===== config.mk =====
export PLATFORM = sky130hd
export DESIGN_NAME = mem_prof_counters
export DESIGN_NICKNAME = d
export VERILOG_FILES = /design/src/rtl/prof_pkg.sv /design/src/rtl/prof_counter.sv /design/src/rtl/prof_ctrl.sv /design/src/rtl/prof_rdmux.sv /design/src/rtl/mem_prof_counters.sv
export SDC_FILE = /design/constraint.sdc
export NUM_CORES = 1
export LEC_CHECK = 0
export BUFFER_PORTS_ARGS = -buffer_cell sky130_fd_sc_hd__buf_2
export CORE_AREA = 2 2 156 158
export DETAILED_ROUTE_END_ITERATION = 6
export DIE_AREA = 0 0 158 160
export PLACE_DENSITY = 0.76
export SLEW_MARGIN = 0
export SYNTH_ARGS = -nofsm -noshare
export SYNTH_HDL_FRONTEND = slang
export SYNTH_SLANG_ARGS = --single-unit

===== constraint.sdc =====
create_clock -name clk -period 4.64 [get_ports clk]
set_clock_uncertainty 0.2 [all_clocks]
set_input_delay 0.464 -clock clk [delete_from_list [all_inputs] [get_ports clk]]
set_output_delay 0.464 -clock clk [all_outputs]
set_load 0.05 [all_outputs]

===== src/rtl/prof_pkg.sv =====
package prof_pkg;

   localparam int NUM_CNT = 6;
   localparam int DATA_W  = 32;

   // counter slots, in register order
   typedef enum logic [2:0] {
      CNT_TOTAL  = 3'd0,
      CNT_BUSY   = 3'd1,
      CNT_RDACC  = 3'd2,
      CNT_WRACC  = 3'd3,
      CNT_RDBYTE = 3'd4,
      CNT_WRBYTE = 3'd5
   } cnt_slot_e;

   // control register bit positions
   localparam int CB_EN  = 0;
   localparam int CB_CLR = 1;
   localparam int CB_FRZ = 2;
   localparam int CB_OVF = 3;
   localparam int CB_W   = 4;

endpackage


===== src/rtl/prof_counter.sv =====
module prof_counter #(
   parameter int CNT_W = 32,
   parameter int INC_W = 8
) (
   input  logic             clk,
   input  logic             rst_n,
   input  logic             clr,
   input  logic             inc_en,
   input  logic [INC_W-1:0] inc_val,
   output logic [CNT_W-1:0] count
);

   if (INC_W < 1 || INC_W > CNT_W) begin : g_bad_inc
      $error("prof_counter: INC_W must be in 1..CNT_W");
   end

   logic [CNT_W-1:0] sum;

   assign sum = count + CNT_W'(inc_val);

   always_ff @(posedge clk or negedge rst_n) begin
      if (!rst_n)      count <= '0;
      else if (clr)    count <= '0;
      else if (inc_en) count <= sum;
   end

   assert_clear_zero_R3: assert property (@(posedge clk) disable iff (!rst_n)
      clr |=> (count == '0));

   assert_idle_hold_R4: assert property (@(posedge clk) disable iff (!rst_n)
      (!clr && !inc_en) |=> $stable(count));

endmodule


===== src/rtl/prof_ctrl.sv =====
module prof_ctrl
   import prof_pkg::*;
#(
   parameter int ADDR_W   = 12,
   parameter int CTRL_OFS = 'h410
) (
   input  logic              clk,
   input  logic              rst_n,
   input  logic              bus_wr,
   input  logic [ADDR_W-1:0] bus_addr,
   input  logic [CB_W-1:0]   ctrl_wdata,
   input  logic              tot_wrap,
   output logic              count_en,
   output logic              cnt_clr,
   output logic [DATA_W-1:0] ctrl_rd
);

   logic wr_hit;
   logic ovf_clr;
   logic en_q, frz_q, ovf_q;

   assign wr_hit  = bus_wr && (bus_addr == ADDR_W'(CTRL_OFS));
   assign cnt_clr = wr_hit && ctrl_wdata[CB_CLR];
   assign ovf_clr = cnt_clr && ctrl_wdata[CB_OVF];

   always_ff @(posedge clk or negedge rst_n) begin
      if (!rst_n) begin
         en_q  <= 1'b0;
         frz_q <= 1'b0;
      end else if (wr_hit) begin
         en_q  <= ctrl_wdata[CB_EN];
         frz_q <= ctrl_wdata[CB_FRZ];
      end
   end

   always_ff @(posedge clk or negedge rst_n) begin
      if (!rst_n)        ovf_q <= 1'b0;
      else if (ovf_clr)  ovf_q <= 1'b0;
      else if (tot_wrap) ovf_q <= 1'b1;
   end

   assign count_en = en_q && !frz_q;

   always_comb begin
      ctrl_rd         = '0;
      ctrl_rd[CB_EN]  = en_q;
      ctrl_rd[CB_FRZ] = frz_q;
      ctrl_rd[CB_OVF] = ovf_q;
   end

   assert_ovf_sticky_R8: assert property (@(posedge clk) disable iff (!rst_n)
      (ovf_q && !ovf_clr) |=> ovf_q);

   assert_wrap_sets_ovf_R8: assert property (@(posedge clk) disable iff (!rst_n)
      (tot_wrap && !ovf_clr) |=> ovf_q);

   assert_ctrl_readback_R2: assert property (@(posedge clk) disable iff (!rst_n)
      wr_hit |=> (en_q == $past(ctrl_wdata[CB_EN]) && frz_q == $past(ctrl_wdata[CB_FRZ])));

endmodule


===== src/rtl/prof_rdmux.sv =====
module prof_rdmux
   import prof_pkg::*;
#(
   parameter int ADDR_W   = 12,
   parameter int CNT_W    = 32,
   parameter int CTRL_OFS = 'h410,
   parameter int CNT_BASE = 'h418
) (
   input  logic [ADDR_W-1:0]             bus_addr,
   input  logic [DATA_W-1:0]             ctrl_rd,
   input  logic [NUM_CNT-1:0][CNT_W-1:0] cnt,
   output logic [DATA_W-1:0]             bus_rdata
);

   localparam int WORD_B = DATA_W / 8;

   always_comb begin
      bus_rdata = '0;
      if (bus_addr == ADDR_W'(CTRL_OFS)) bus_rdata = ctrl_rd;
      for (int i = 0; i < NUM_CNT; i++) begin
         if (bus_addr == ADDR_W'(CNT_BASE + WORD_B * i)) bus_rdata = DATA_W'(cnt[i]);
      end
   end

endmodule


===== src/rtl/mem_prof_counters.sv =====
module mem_prof_counters
   import prof_pkg::*;
#(
   parameter int CNT_W    = 32,
   parameter int BYTE_W   = 8,
   parameter int ADDR_W   = 12,
   parameter int CTRL_OFS = 'h410,
   parameter int CNT_BASE = 'h418
) (
   input  logic              clk,
   input  logic              rst_n,
   input  logic              bus_wr,
   input  logic [ADDR_W-1:0] bus_addr,
   input  logic [31:0]       bus_wdata,
   output logic [31:0]       bus_rdata,
   input  logic              ev_busy,
   input  logic              ev_rd_done,
   input  logic [BYTE_W-1:0] ev_rd_bytes,
   input  logic              ev_wr_done,
   input  logic [BYTE_W-1:0] ev_wr_bytes
);

   localparam int CNT_END = CNT_BASE + (DATA_W / 8) * NUM_CNT;

   if (CNT_W < 2 || CNT_W > DATA_W) begin : g_bad_cnt_w
      $error("mem_prof_counters: CNT_W must be in 2..32");
   end
   if (BYTE_W < 1 || BYTE_W > CNT_W) begin : g_bad_byte_w
      $error("mem_prof_counters: BYTE_W must be in 1..CNT_W");
   end
   if ((CTRL_OFS % 4) != 0 || (CNT_BASE % 4) != 0) begin : g_bad_align
      $error("mem_prof_counters: offsets must be word aligned");
   end
   if (CTRL_OFS >= CNT_BASE && CTRL_OFS < CNT_END) begin : g_bad_overlap
      $error("mem_prof_counters: control offset overlaps counters");
   end
   if (CNT_END > (1 << ADDR_W)) begin : g_bad_addr_w
      $error("mem_prof_counters: ADDR_W too narrow for the map");
   end

   logic                            count_en;
   logic                            cnt_clr;
   logic                            tot_wrap;
   logic [DATA_W-1:0]               ctrl_rd;
   logic [NUM_CNT-1:0][CNT_W-1:0]   cnt;
   logic [NUM_CNT-1:0]              inc_en;
   logic [NUM_CNT-1:0][BYTE_W-1:0]  inc_val;
   logic [DATA_W-1:0]               unused_wdata;

   assign unused_wdata = {bus_wdata[DATA_W-1:CB_W], {CB_W{1'b0}}};

   prof_ctrl #(
      .ADDR_W   (ADDR_W),
      .CTRL_OFS (CTRL_OFS)
   ) u_ctrl (
      .clk        (clk),
      .rst_n      (rst_n),
      .bus_wr     (bus_wr),
      .bus_addr   (bus_addr),
      .ctrl_wdata (bus_wdata[CB_W-1:0]),
      .tot_wrap   (tot_wrap),
      .count_en   (count_en),
      .cnt_clr    (cnt_clr),
      .ctrl_rd    (ctrl_rd)
   );

   // event routing per counter slot
   always_comb begin
      inc_en[CNT_TOTAL]   = count_en;
      inc_val[CNT_TOTAL]  = BYTE_W'(1);
      inc_en[CNT_BUSY]    = count_en && ev_busy;
      inc_val[CNT_BUSY]   = BYTE_W'(1);
      inc_en[CNT_RDACC]   = count_en && ev_rd_done;
      inc_val[CNT_RDACC]  = BYTE_W'(1);
      inc_en[CNT_WRACC]   = count_en && ev_wr_done;
      inc_val[CNT_WRACC]  = BYTE_W'(1);
      inc_en[CNT_RDBYTE]  = count_en && ev_rd_done;
      inc_val[CNT_RDBYTE] = ev_rd_bytes;
      inc_en[CNT_WRBYTE]  = count_en && ev_wr_done;
      inc_val[CNT_WRBYTE] = ev_wr_bytes;
   end

   for (genvar i = 0; i < NUM_CNT; i++) begin : g_cnt
      prof_counter #(
         .CNT_W (CNT_W),
         .INC_W (BYTE_W)
      ) u_cnt (
         .clk     (clk),
         .rst_n   (rst_n),
         .clr     (cnt_clr),
         .inc_en  (inc_en[i]),
         .inc_val (inc_val[i]),
         .count   (cnt[i])
      );
   end

   assign tot_wrap = count_en && !cnt_clr && (cnt[CNT_TOTAL] == {CNT_W{1'b1}});

   prof_rdmux #(
      .ADDR_W   (ADDR_W),
      .CNT_W    (CNT_W),
      .CTRL_OFS (CTRL_OFS),
      .CNT_BASE (CNT_BASE)
   ) u_rdmux (
      .bus_addr  (bus_addr),
      .ctrl_rd   (ctrl_rd),
      .cnt       (cnt),
      .bus_rdata (bus_rdata)
   );

   assert_total_step_R5: assert property (@(posedge clk) disable iff (!rst_n)
      (count_en && !cnt_clr) |=> (cnt[CNT_TOTAL] == CNT_W'($past(cnt[CNT_TOTAL]) + 1'b1)));

   assert_busy_le_total_step_R5: assert property (@(posedge clk) disable iff (!rst_n)
      (!count_en && !cnt_clr) |=> $stable(cnt));

endmodule


# Word level (Yosys, flattened, before mapping)
# Index checks and enable logic that the tools add are counted.
[totals]
register_bits = 195
input_bits = 66
[op_classes]
addsub = 6
n_mux = 21
reduce_logical = 16
n_eq_ne = 8
[ops]
columns = ["op", "n"]
rows = [
  ["$mux W32", 18],
  ["$add A32 B1 Y32 const B", 4],
  ["$eq A12 B11 Y1 const B", 7],
  ["$add A32 B8 Y32", 2],
  ["$eq A32 B32 Y1 const B", 1],
  ["$reduce_bool A2 Y1", 5],
  ["$logic_and A1 B1 Y1", 9],
  ["$mux W4", 1],
  ["$logic_not A1 Y1", 2],
  ["$mux W1", 2],
]

# Logic depth before layout (Yosys ltp)
# Gate-level depths: netlist of the first run.
[depth]
ltp_word = 8
ltp_mapped = 9
depth_no_buf = 8

# Modules after synthesis
# Synthesis of the first run repeated with hierarchy kept, for this count alone.
[unflattened]
cells_unflattened = 1777
hier_area_um2 = 15328.5
[by_module_without_submodules]
columns = ["mod", "instances", "seq_area_each_um2", "area_per_inst_um2", "cells_each"]
rows = [
  ["prof_counter (g_cnt[0].u_cnt ...)", 5, 800.8, 2078.2, 227],
  ["prof_rdmux", 1, 0.0, 2224.6, 342],
  ["prof_counter (g_cnt[1].u_cnt)", 1, 800.8, 2175.8, 236],
  ["prof_ctrl", 1, 75.1, 424.2, 47],
  ["mem_prof_counters", 1, 0.0, 112.6, 17],
]

# Least setup slack after synthesis of the first run
# No wires, ideal clock.
[synth_path]
kind = "input-to-output"
from = "input bus_addr[7]"
to = "output bus_rdata[24]"
arrival_time_ns = 2.530
path_slack_ns = 1.446
path_stages = 7
n_path_buf = 2
path_cell_list = "nor4b_1 -> nand2_1 -> nor4_2 -> buf_4 -> buf_2 -> a221oi_1 -> a21oi_1"
[synth_via]
elab_chain_len = 7
word_cells_on_any_way = 12
classes_between = "eq/ne: 6; mux: 6"
[synth_lines]
columns = ["item", "line", "rtl"]
rows = [
  ["from (decl)", "mem_prof_counters.sv:13", "input logic [ADDR_W-1:0] bus_addr,"],
  ["$eq A12 B11 Y1", "prof_rdmux.sv:21", "if (bus_addr == ADDR_W'(CNT_BASE + WORD_B * i)) bus_rdata = DATA_W'(cnt[i]);"],
  ["$mux W32 (5 in series)", "prof_rdmux.sv:21", ""],
  ["$mux W32 *", "prof_rdmux.sv:21", ""],
  ["to (decl)", "mem_prof_counters.sv:15", "output logic [31:0] bus_rdata,"],
]
# Mark *: on every way between the ends. The rest lies on a longest branch, timed or not.

# Worst setup path after layout of the first run
[layout_path]
from = "input bus_addr[7]"
to = "output bus_rdata[20]"
# Same word-level chain as after synthesis.

==> results by group, run 1 <==
Pwr
  – Static Leak: 5.88 nW
  – P_int: 2.68 mW
  – Seq pwr share: 49.7%
  – Worst VDD drop: 238 uV
  – Comb pwr share: 8.6%
  – Clock share of power: 41.7%
  – Sw power: 915 uW
  – Pwr/cell area: 277 nW/um^2
  – Sw frac: 25.5%

Floorplan
  – Num ports: 98
  – Die area: 25300 um^2
  – Die Ht: 160 um
  – Core ar.: 23800 um^2
  – Chip Width: 158 um
  – Row cnt: 57
  – Starting Density: 49.0%

CTS
  – Sink Count: 195
  – H-tree depth: 4
  – Worst-Skew Late Latency: 440 ps
  – CTS Hold Buffers Added: 0
  – CTS buffer count: 17
  – CTS root buffer: clkbuf_16
  – Postcts setup bufs: 0
  – Clk pin slew, worst setup/hold paths: 70 ps
  – Maximum root-to-sink buffer count: 2
  – CTS resizes: 0
  – CTS tree: done

Timing
  – RSZ-0062 raised after global routing: false
  – Fin crit period: 3610 ps
  – Peak Freq: 0.277 GHz
  – Worst-margin pin slew: 1110 ps
  – Pins Over Slew Limit: 0
  – Setup-failing EPs final: 0
  – Hold Slack: -24.0 ps
  – Final Hold Fails: 13
  – Final worst path period share: 77.8%
  – Setup TNS: 0 ps
  – Max transition margin: 25.9%

Logic synthesis
  – Distinct cells, synth: 63
  – Post-synthesis cell count: 1300
  – EDFF count, synth: 0
  – Synth async-reset ratio: 100%
  – Main synth FF type: dfrtp_1
  – Synth warnings: 0
  – Syn avg cell area: 8.98 um^2
  – Seq/Total Area, Yosys: 41.8%
  – Yosys reg bits: 195
  – Syn nets: 1388
  – Post-synth design cell area: 11700 um^2

Critical path
  – Endpoint type of the worst setup path: primary output
  – WP data required: 3980 ps
  – CP arrival: 2950 ps
  – Crit-path leading delay family: simple AND/OR/NAND/NOR gates
  – CP max stage cell: nor3_2
  – CP Cell Sequence: buf_2, nor4b_1, nand2_1, buf_4, nor3_2, a221o_1, buf_2
  – CP dominant cell by count: buf_2
  – Crit path kind: in2out
  – Critical path fanouts, max: 32
  – Crit path launch type: primary input
  – WP buf/inv: 3
  – Max stage delay on crit path: 900 ps

Flow run
  – Number of max-cap violations: 0

Global route
  – Vias in the first global route: 9301
  – First-pass GRT wire length: 47700 um
  – GRT Residual Overflow: 0
  – Tot GR Track Use: 23.5%
  – Pin count of the biggest net entering global routing: 121
  – Initial antenna violation count: 0

Routing
  – Via count: 9625
  – DR DRC count: 0
  – Routed len/inst: 17.1 um
  – Drt pass-1 iters: 5
  – Starting DRC count in detailed routing: 831
  – Post-Route WL: 28900 um
  – Vias per cell: 5.70
  – Final ANT Viol Nets: 0

Finish
  – Share of layout cells above drive strength 1: 12.2%
  – Non-Filler Instances: 1688
  – Number of diodes: 0
  – Post-route design area: 13000 um^2
  – P&R area growth vs syn: 11.0%
  – Commonest non-fill, non-tap cell in the layout: nor2_1
  – Most frequent cells in the layout: 269 x nor2_1, 195 x dfrtp_1, 114 x nand2_1, 97 x xor2_1, 85 x a21oi_1
  – Final-stage net count: 1439

Run status
  – Status: finished, violations left
  – Failing checks: negative hold slack

Placed design
  – Area after DPL: 12400 um^2
  – RD Place Congestion: 0.870
  – Inst Count DP: 1656
  – I/O Buffers: 69
  – Dpl hpwl: 20300 um

Worst hold path
  – Worst hold-check path type: in2async
[per-stage QoR]
step	power (mW)	hold slack, ps	worst slack (ps)	util, %
2_1_floorplan	2.01	-31.6	1450	-
3_3_place_gp	2.12	324	1080	52.0
3_5_place_dp	2.13	334	1050	52.0
4_1_cts	3.61	22.1	1040	54.4
5_1_grt	3.74	47.8	936	54.4
6_report	3.59	-24.0	1030	54.4
[cell type report]
class                   count  area [um^2]
flip-flops and latches    195         4880
well taps                 324          405
clock inverters            12          130
multi-input cells        1029         6480
fillers                  2149        10900
inverters                  17         63.8
clock buffers              20          457
repair buffers             91          544
[cells in the mapped netlist, types with 3 or more instances]
| cell type | n | area, um^2 |
|---|---|---|
| o22ai_1 | 3 | 18.8 |
| nand3b_1 | 4 | 30.0 |
| nor2b_1 | 5 | 31.3 |
| o211ai_1 | 5 | 37.5 |
| nand2_1 | 114 | 428 |
| ha_1 | 20 | 250 |
| nand3_1 | 55 | 275 |
| nor4_1 | 4 | 25.0 |
| nand4_1 | 24 | 150 |
| nor4_4 | 8 | 170 |
| nand4_2 | 3 | 37.5 |
| nor3_1 | 21 | 105 |
| a211oi_2 | 4 | 50.1 |
| inv_1 | 17 | 63.8 |
| nor3_2 | 4 | 40.0 |
| o2111ai_1 | 7 | 61.3 |
| o21ai_0 | 39 | 195 |
| and3_1 | 26 | 163 |
| nor4_2 | 3 | 37.5 |
| a211oi_1 | 5 | 37.5 |
| nor2_2 | 3 | 18.8 |
| buf_4 | 4 | 30.0 |
| dfrtp_1 | 195 | 4880 |
| a221oi_1 | 19 | 166 |
| xor2_1 | 97 | 850 |
| a221o_1 | 15 | 150 |
| xnor2_1 | 67 | 587 |
| clkbuf_1 | 24 | 90.1 |
| buf_2 | 30 | 150 |
| or4_1 | 4 | 30.0 |
| nand2b_1 | 6 | 37.5 |
| or3_1 | 9 | 56.3 |
| and4_1 | 14 | 123 |
| nor2_1 | 270 | 1010 |
| mux2i_1 | 36 | 360 |
| a21oi_1 | 85 | 425 |
| a21o_1 | 7 | 52.6 |
| and2_1 | 11 | 68.8 |
[final timing paths]
check	slack (ps)	cells past startpoint	start	end
max	1030	7	bus_addr[7]	bus_rdata[20]
min	-20	1	rst_n	g_cnt[1].u_cnt.count[0]$_DFFE_PN0P_
max reg2reg	1450	8	g_cnt[4].u_cnt.count[0]$_DFFE_PN0P_	g_cnt[4].u_cnt.count[16]$_DFFE_PN0P_
min reg2reg	350	2	g_cnt[4].u_cnt.count[31]$_DFFE_PN0P_	g_cnt[4].u_cnt.count[31]$_DFFE_PN0P_
max in group asynchronous	3290	2	rst_n	g_cnt[2].u_cnt.count[26]$_DFFE_PN0P_
min in group clk	60	2	bus_wdata[2]	u_ctrl.frz_q$_DFFE_PN0N_
[power groups by stage]
stage | sequential, mW | clock (mW) | combinational, mW
global route | 1.79 | 1.60 | 0.352
global placement | 1.82 | 0 | 0.302
floorplan | 1.80 | 0 | 0.212
CTS | 1.79 | 1.51 | 0.312
detailed placement | 1.82 | 0 | 0.310
finish | 1.79 | 1.50 | 0.310
[cell families (layout without fill, tap and decap cells)]
kind of cell               Yosys count  after routing  synth area share (%)
adders and majority gates           22             22                  2.49
and+or+nand+nor                    607            607                  26.3
muxes                               38             38                  3.28
buffers and inverters               76            140                  2.96
AOI/OAI and AO/OA                  198            198                  10.9
DFF                                195            195                  41.8
xor gates and xnor gates           164            164                  12.3
[registers in the layout (all words and copies together) (netlist names)]
register / cells
u_ctrl.ovf_q: 1
u_ctrl.en_q: 1
u_ctrl.frz_q: 1
g_cnt.u_cnt.count: 192
[metal layers]
metal  up-vias  wire, um  GRT usage, %
met3        41      1370          3.07
met4         0       489          6.80
met2       249     13800          38.0
met1      4729     13300          33.2
li1       4606         -             -
met5         -         0             0
(Power assumes the default switching activity.)
==> inputs of run 2 (changes only) <==
clock period = 3.6 ns   (was 4.64 ns; I/O delays follow)
==> run 2 against run 1 <==
Net effect: combinational power increased by 32%; via count increased by 1.5%; global-route usage increased by 0.21 points; largest power group unchanged; first-iteration DRC count decreased by 3.9%; non-clock buffer count increased by 12; setup slack got worse by 640 ps; clock power increased by 33%; cell area increased by 1.3%; the flow now finishes without violations; core utilization increased by 0.72 points; wire length increased by 1.2%; count of clock-buffer cells in the layout unchanged.
==> results by group, run 2 (synthesis gave the netlist of run 1 again) <==
Finish
  – Max FFs per register: 192
  – P&R area growth vs syn: 12.4%
  – Top reg by flops: g_cnt.u_cnt.count
  – Number of diodes: 0
  – Post-route design area: 13100 um^2
  – Share of layout cells above drive strength 1: 12.7%
  – Commonest non-fill, non-tap cell in the layout: nor2_1
  – Most frequent cells in the layout: 269 x nor2_1, 195 x dfrtp_1, 114 x nand2_1, 97 x xor2_1, 85 x a21oi_1
  – Final Util: 55.1%
  – Final-stage net count: 1451

Pwr
  – Clock share of power: 42.4%
  – Static Leak: 5.96 nW
  – Sw frac: 25.1%
  – Worst VDD drop: 295 uV
  – Seq pwr share: 48.9%
  – Pwr/cell area: 358 nW/um^2
  – Sw power: 1.18 mW
  – P_int: 3.53 mW
  – Comb pwr share: 8.7%

Timing
  – Pins Over Slew Limit: 0
  – Worst-margin pin slew: 892 ps
  – Peak Freq: 0.312 GHz
  – Final setup margin: 391 ps
  – Final Hold Fails: 0
  – Max transition margin: 40.4%
  – Setup TNS: 0 ps
  – Setup-failing EPs final: 0
  – RSZ-0062 raised after global routing: false
  – Fin crit period: 3210 ps
  – Final worst path period share: 89.1%
  – Hold Slack: 12.6 ps

Placed design
  – Area after DPL: 12500 um^2
  – Dpl hpwl: 20800 um
  – I/O Buffers: 69
  – RD Place Congestion: 0.898
  – Dpl ws: 503 ps

Worst hold path
  – Min-delay src: ev_busy
  – Worst hold-check path type: in2reg

Run status
  – Status: complete, no violations

Floorplan
  – Num ports: 98
  – Row cnt: 57
  – Die area: 25300 um^2
  – Chip Width: 158 um
  – Starting Density: 49.0%
  – Core ar.: 23800 um^2
  – Die Ht: 160 um

CTS
  – Clk pin slew, worst setup/hold paths: 70 ps
  – CTS buffer count: 17
  – Worst-Skew Late Latency: 440 ps
  – CTS tree: done
  – Maximum root-to-sink buffer count: 2
  – Postcts setup bufs: 0
  – Sink Count: 195
  – H-tree depth: 4
  – CTS root buffer: clkbuf_16

Critical path
  – Register-to-Register Path Depth: 7
  – Endpoint type of the worst setup path: primary output
  – Worst r2r dst: g_cnt[5].u_cnt.count[31]$_DFFE_PN0P_
  – Critical R2R Launch: g_cnt[5].u_cnt.count[1]$_DFFE_PN0P_
  – Crit path kind: in2out
  – Crit path launch type: primary input
  – CP arrival: 2650 ps
  – Critical Path Source: bus_addr[7]
  – Reg2reg setup slack: 790 ps
  – Setup crit end: bus_rdata[31]
  – WP data required: 3040 ps
  – Critical path fanouts, max: 29

Global route
  – Initial antenna violation count: 0
  – Pin count of the biggest net entering global routing: 78
  – First-pass GRT wire length: 48200 um
  – GRT Residual Overflow: 0
  – Vias in the first global route: 9600
  – Tot GR Track Use: 23.7%

Routing
  – Starting DRC count in detailed routing: 799
  – Routed len/inst: 17.2 um
  – Via count: 9772
  – Vias per cell: 5.75
  – Final ANT Viol Nets: 0
  – Drt pass-1 iters: 6
  – Post-Route WL: 29300 um
  – DR DRC count: 0

Flow run
  – Number of max-cap violations: 0
==> run 2: cell types whose count changed in the layout (fill, tap and decap cells not counted) <==
cell / previous run / this run
clkinv_2: 4 / 3
clkinvlp_4: 2 / 3
buf_12: 2 / 6
clkinv_4: 2 / 1
dlygate4sd3_1: 0 / 3
bufinv_16: 2 / 3
buf_4: 20 / 25
==> run 2: worst min-delay path by stage <==
| stage | cells after the start | end | slack, ps |
|---|---|---|---|
| 5_1_grt | 3 | g_cnt[1].u_cnt.count[1]$_DFFE_PN0P_ | 20 |
| 3_3_place_gp | 1 | g_cnt[0].u_cnt.count[1]$_DFFE_PN0P_ | 250 |
| 2_1_floorplan | 0 | g_cnt[0].u_cnt.count[0]$_DFFE_PN0P_ | -140 |
| 3_5_place_dp | 1 | g_cnt[0].u_cnt.count[1]$_DFFE_PN0P_ | 240 |
| 4_1_cts | 3 | g_cnt[1].u_cnt.count[1]$_DFFE_PN0P_ | 10 |
| 6_report | 3 | g_cnt[1].u_cnt.count[1]$_DFFE_PN0P_ | 10 |
==> run 2: layer usage <==
metal,vias up,global-route usage [%],part of all wire [%]
li1,4641,-,-
met1,4796,33.1,46
met2,283,38.0,47
met3,52,3.09,4.4
met4,0,8.44,2.5
met5,-,0,0
==> run 2: power by group through the flow <==
stage	logic, mW	registers, mW	clock network, mW
6_report	0.408	2.30	2.00
5_1_grt	0.461	2.31	2.11
4_1_cts	0.412	2.30	2.02
3_5_place_dp	0.407	2.34	0
3_3_place_gp	0.394	2.34	0
2_1_floorplan	0.273	2.32	0
==> run 2: area by class of cell <==
cell class              count  area [um^2]
clock buffers              20          457
clock inverters            12          154
fillers                  2060        10700
inverters                  17         63.8
multi-input cells        1029         6480
flip-flops and latches    195         4880
well taps                 324          405
repair buffers            103          692
==> run 2: metrics by stage <==
step,std cells,power [mW]
after CTS,1700,4.73
after detailed placement,1665,2.75
after floorplan,1300,2.60
after global routing,1700,4.88
after global placement,1665,2.73
final,1700,4.71
==> run 2: worst max-delay path: stages <==
cell      delay (ps)
buf_2            100
nor4b_1          360
nand2_1          310
nor4_4           270
buf_4            360
a221oi_1         210
a21oi_1          320
buf_2            330
==> run 2: repair_timing <==
action,CTS,global route
endpoints found under the hold margin,76,0
resized for setup,0,0
hold buffers,3,0
==> inputs of run 3 (changes only) <==
--- a/config.mk
+++ b/config.mk
@@ -6,9 +6,10 @@
 export NUM_CORES = 1
 export LEC_CHECK = 0
+export ABC_AREA = 1
 export BUFFER_PORTS_ARGS = -buffer_cell sky130_fd_sc_hd__buf_2
-export CORE_AREA = 2 2 156 158
+export CORE_AREA = 2 2 174 176
 export DETAILED_ROUTE_END_ITERATION = 6
-export DIE_AREA = 0 0 158 160
-export PLACE_DENSITY = 0.76
+export DIE_AREA = 0 0 176 178
+export PLACE_DENSITY = 0.75
 export SLEW_MARGIN = 0
 export SYNTH_ARGS = -nofsm -noshare
==> constraint.sdc (replaced) <==
create_clock -name clk -period 3.6 [get_ports clk]
set_clock_uncertainty 0.2 [all_clocks]
set_input_delay 0.54 -clock clk [delete_from_list [all_inputs] [get_ports clk]]
set_output_delay 0.54 -clock clk [all_outputs]
set_load 0.05 [all_outputs]
==> run 3 against run 2 <==
Net effect: the run now ends with design-rule violations left; critical path depth up 1; count of clock-buffer cells in the layout up 4; synthesized cell count up 80%; core utilization down 0.99 points; wire length up 74%; largest cell class unchanged; largest power group unchanged.
==> results by group, run 3 <==
Worst hold path
  – Worst hold-check path type: in2reg

CTS
  – Sink Count: 195
  – CTS buffer count: 17
  – CTS tree: done
  – CTS resizes: 0
  – Clk pin slew, worst setup/hold paths: 70 ps
  – CTS root buffer: clkbuf_16
  – H-tree depth: 4
  – Maximum root-to-sink buffer count: 2
  – Worst-Skew Late Latency: 450 ps

Timing
  – Final setup margin: 281 ps
  – Setup-failing EPs final: 0
  – Pins Over Slew Limit: 0
  – Peak Freq: 0.301 GHz
  – Fin crit period: 3320 ps
  – Setup TNS: 0 ps
  – Final Hold Fails: 0
  – RSZ-0062 raised after global routing: false
  – Final worst path period share: 92.2%
  – Worst-margin pin slew: 970 ps
  – Max transition margin: 35.3%

Routing
  – Routed len/inst: 18.2 um
  – Drt pass-1 iters: 7
  – DR DRC count: 1
  – Vias per cell: 5.62
  – Starting DRC count in detailed routing: 1755
  – Post-Route WL: 50800 um
  – Final ANT Viol Nets: 0
  – Via count: 15700

Global route
  – GRT Residual Overflow: 0
  – Pin count of the biggest net entering global routing: 82
  – Initial antenna violation count: 1
  – Vias in the first global route: 14400
  – First-pass GRT wire length: 79900 um
  – Tot GR Track Use: 33.1%

Logic synthesis
  – Main synth FF type: dfrtp_1
  – Most frequent cells after synthesis: 722 x nand2_1, 298 x nor2_1, 287 x inv_1
  – Syn nets: 2430
  – Seq/Total Area, Yosys: 33.5%
  – Distinct cells, synth: 40
  – Post-synth design cell area: 14600 um^2
  – Area contributors post-synth: dfrtp_1 33%, nand2_1 19%, nand3_1 9.6%, nor2_1 7.7%, inv_1 7.4%
  – Post-synthesis cell count: 2342
  – Synth async-reset ratio: 100%
  – Syn avg cell area: 6.23 um^2
  – EDFF count, synth: 0
  – Synth warnings: 0
  – Yosys reg bits: 195
  – Synth top area share: 33.5%
  – Most frequent cell after synthesis: nand2_1
  – Synth area leader: dfrtp_1

Critical path
  – Crit path kind: in2out
  – Setup crit end: bus_rdata[17]
  – Crit path launch type: primary input
  – Reg2reg setup slack: 1090 ps
  – Critical path fanouts, max: 16
  – Critical Path Source: bus_addr[7]
  – Register-to-Register Path Depth: 8
  – Critical R2R Launch: u_ctrl.frz_q$_DFFE_PN0N_
  – CP arrival: 2580 ps
  – Endpoint type of the worst setup path: primary output
  – Worst r2r dst: g_cnt[5].u_cnt.count[6]$_DFFE_PN0P_
  – WP data required: 2860 ps

Finish
  – Filler cell count: 2962
  – Top reg by flops: g_cnt.u_cnt.count
  – P&R area growth vs syn: 9.14%
  – Total area of sequential cells: 4880 um^2
  – Final Util: 54.1%
  – Share of layout cells above drive strength 1: 5.75%
  – Non-Filler Instances: 2789
  – Max FFs per register: 192
  – Most frequent cells in the layout: 722 x nand2_1, 298 x nor2_1, 287 x inv_1, 278 x nand3_1, 195 x dfrtp_1
  – Commonest non-fill, non-tap cell in the layout: nand2_1
  – Final-stage net count: 2477
  – Area occupied by multi-input gates: 8260 um^2
  – Number of diodes: 0

Floorplan
  – Row cnt: 63
  – Core ar.: 29400 um^2
  – Starting Density: 49.6%
  – Die area: 31300 um^2
  – Die Ht: 178 um
  – Num ports: 98
  – Chip Width: 176 um

Placed design
  – RD Place Congestion: 1.04
  – Dpl ws: 358 ps
  – Dpl hpwl: 39400 um
  – Inst Count DP: 2759
  – I/O Buffers: 69

Pwr
  – Worst VDD drop: 324 uV
  – Total power: 4.62 mW
  – Pwr/cell area: 290 nW/um^2
  – Static Leak: 8.05 nW

Run status
  – Status: finished, violations left
  – Failing checks: design-rule violations

Flow run
  – Number of max-cap violations: 0
-- run 3: changes by cell type after synthesis, moves of 42 or more --
| cell | change |
|---|---|
| inv_1 | +270 |
| nand2_1 | +608 |
| nand3_1 | +224 |
| nand4_1 | +42 |
| nor3_1 | +72 |
| o21ai_0 | +89 |
| xnor2_1 | -60 |
| xor2_1 | -50 |
-- run 3: layer usage --
metal,vias to the layer above,global-route usage (%),wire (um)
li1,7630,-,-
met1,7290,47.1,22500
met2,669,50.2,22100
met3,97,4.39,4090
met4,0,15.5,2160
met5,-,0,0
-- run 3: per-stage QoR --
stage | cell area (um^2) | hold slack (ps)
finish | 15900 | 152
global route | 15900 | 185
CTS | 15900 | 145
detailed placement | 15400 | 301
global placement | 15400 | 290
floorplan | 14600 | 44.4
-- run 3: layout make-up --
class | instances | area share (%)
multi-input cells | 1786 | 51.9
flip-flops and latches | 195 | 30.7
inverters | 291 | 6.86
repair buffers | 98 | 4.08
well taps | 390 | 3.07
clock buffers | 24 | 2.96
clock inverters | 5 | 0.495
-- run 3: logic make-up after synthesis --
group	synth area share (%)
and+or+nand+nor	43.2
xor gates and xnor gates	3.24
adders and majority gates	1.99
buffers and inverters	10.0
AOI/OAI and AO/OA	8.05
DFF	33.5
-- run 3: timing repair --
item | in CTS | in global routing
hold buffers | 1 | 0
setup buffers | 0 | 0
endpoints found under the hold margin | 78 | 0
-- run 3: report_power, final --
part,switching [mW],leakage [nW],internal (mW)
Sequential,0.0702,2.25,2.24
Combinational,0.280,5.53,0.128
Clock,0.858,0.270,1.05
Total,1.21,8.05,3.42
-- run 3: critical path, stage by stage --
cell and delay, ps:
buf_2 100, nor2_1 130, nand3_1 150, nor2_4 120, nand2_1 240, o21ai_0 640
nor3_1 210, nand3_1 160, buf_2 280
-- run 3: worst min-delay path by stage --
stage | end | start | slack, ps | cells past startpoint
6_report | u_ctrl.en_q$_DFFE_PN0N_ | bus_wdata[0] | 150 | 3
5_1_grt | u_ctrl.en_q$_DFFE_PN0N_ | bus_wdata[0] | 180 | 3
4_1_cts | u_ctrl.en_q$_DFFE_PN0N_ | bus_wdata[0] | 140 | 3
3_5_place_dp | u_ctrl.ovf_q$_DFFE_PN0P_ | u_ctrl.ovf_q$_DFFE_PN0P_ | 300 | 2
3_3_place_gp | g_cnt[4].u_cnt.count[4]$_DFFE_PN0P_ | g_cnt[4].u_cnt.count[4]$_DFFE_PN0P_ | 290 | 2
2_1_floorplan | g_cnt[0].u_cnt.count[0]$_DFFE_PN0P_ | rst_n | 40 | 0
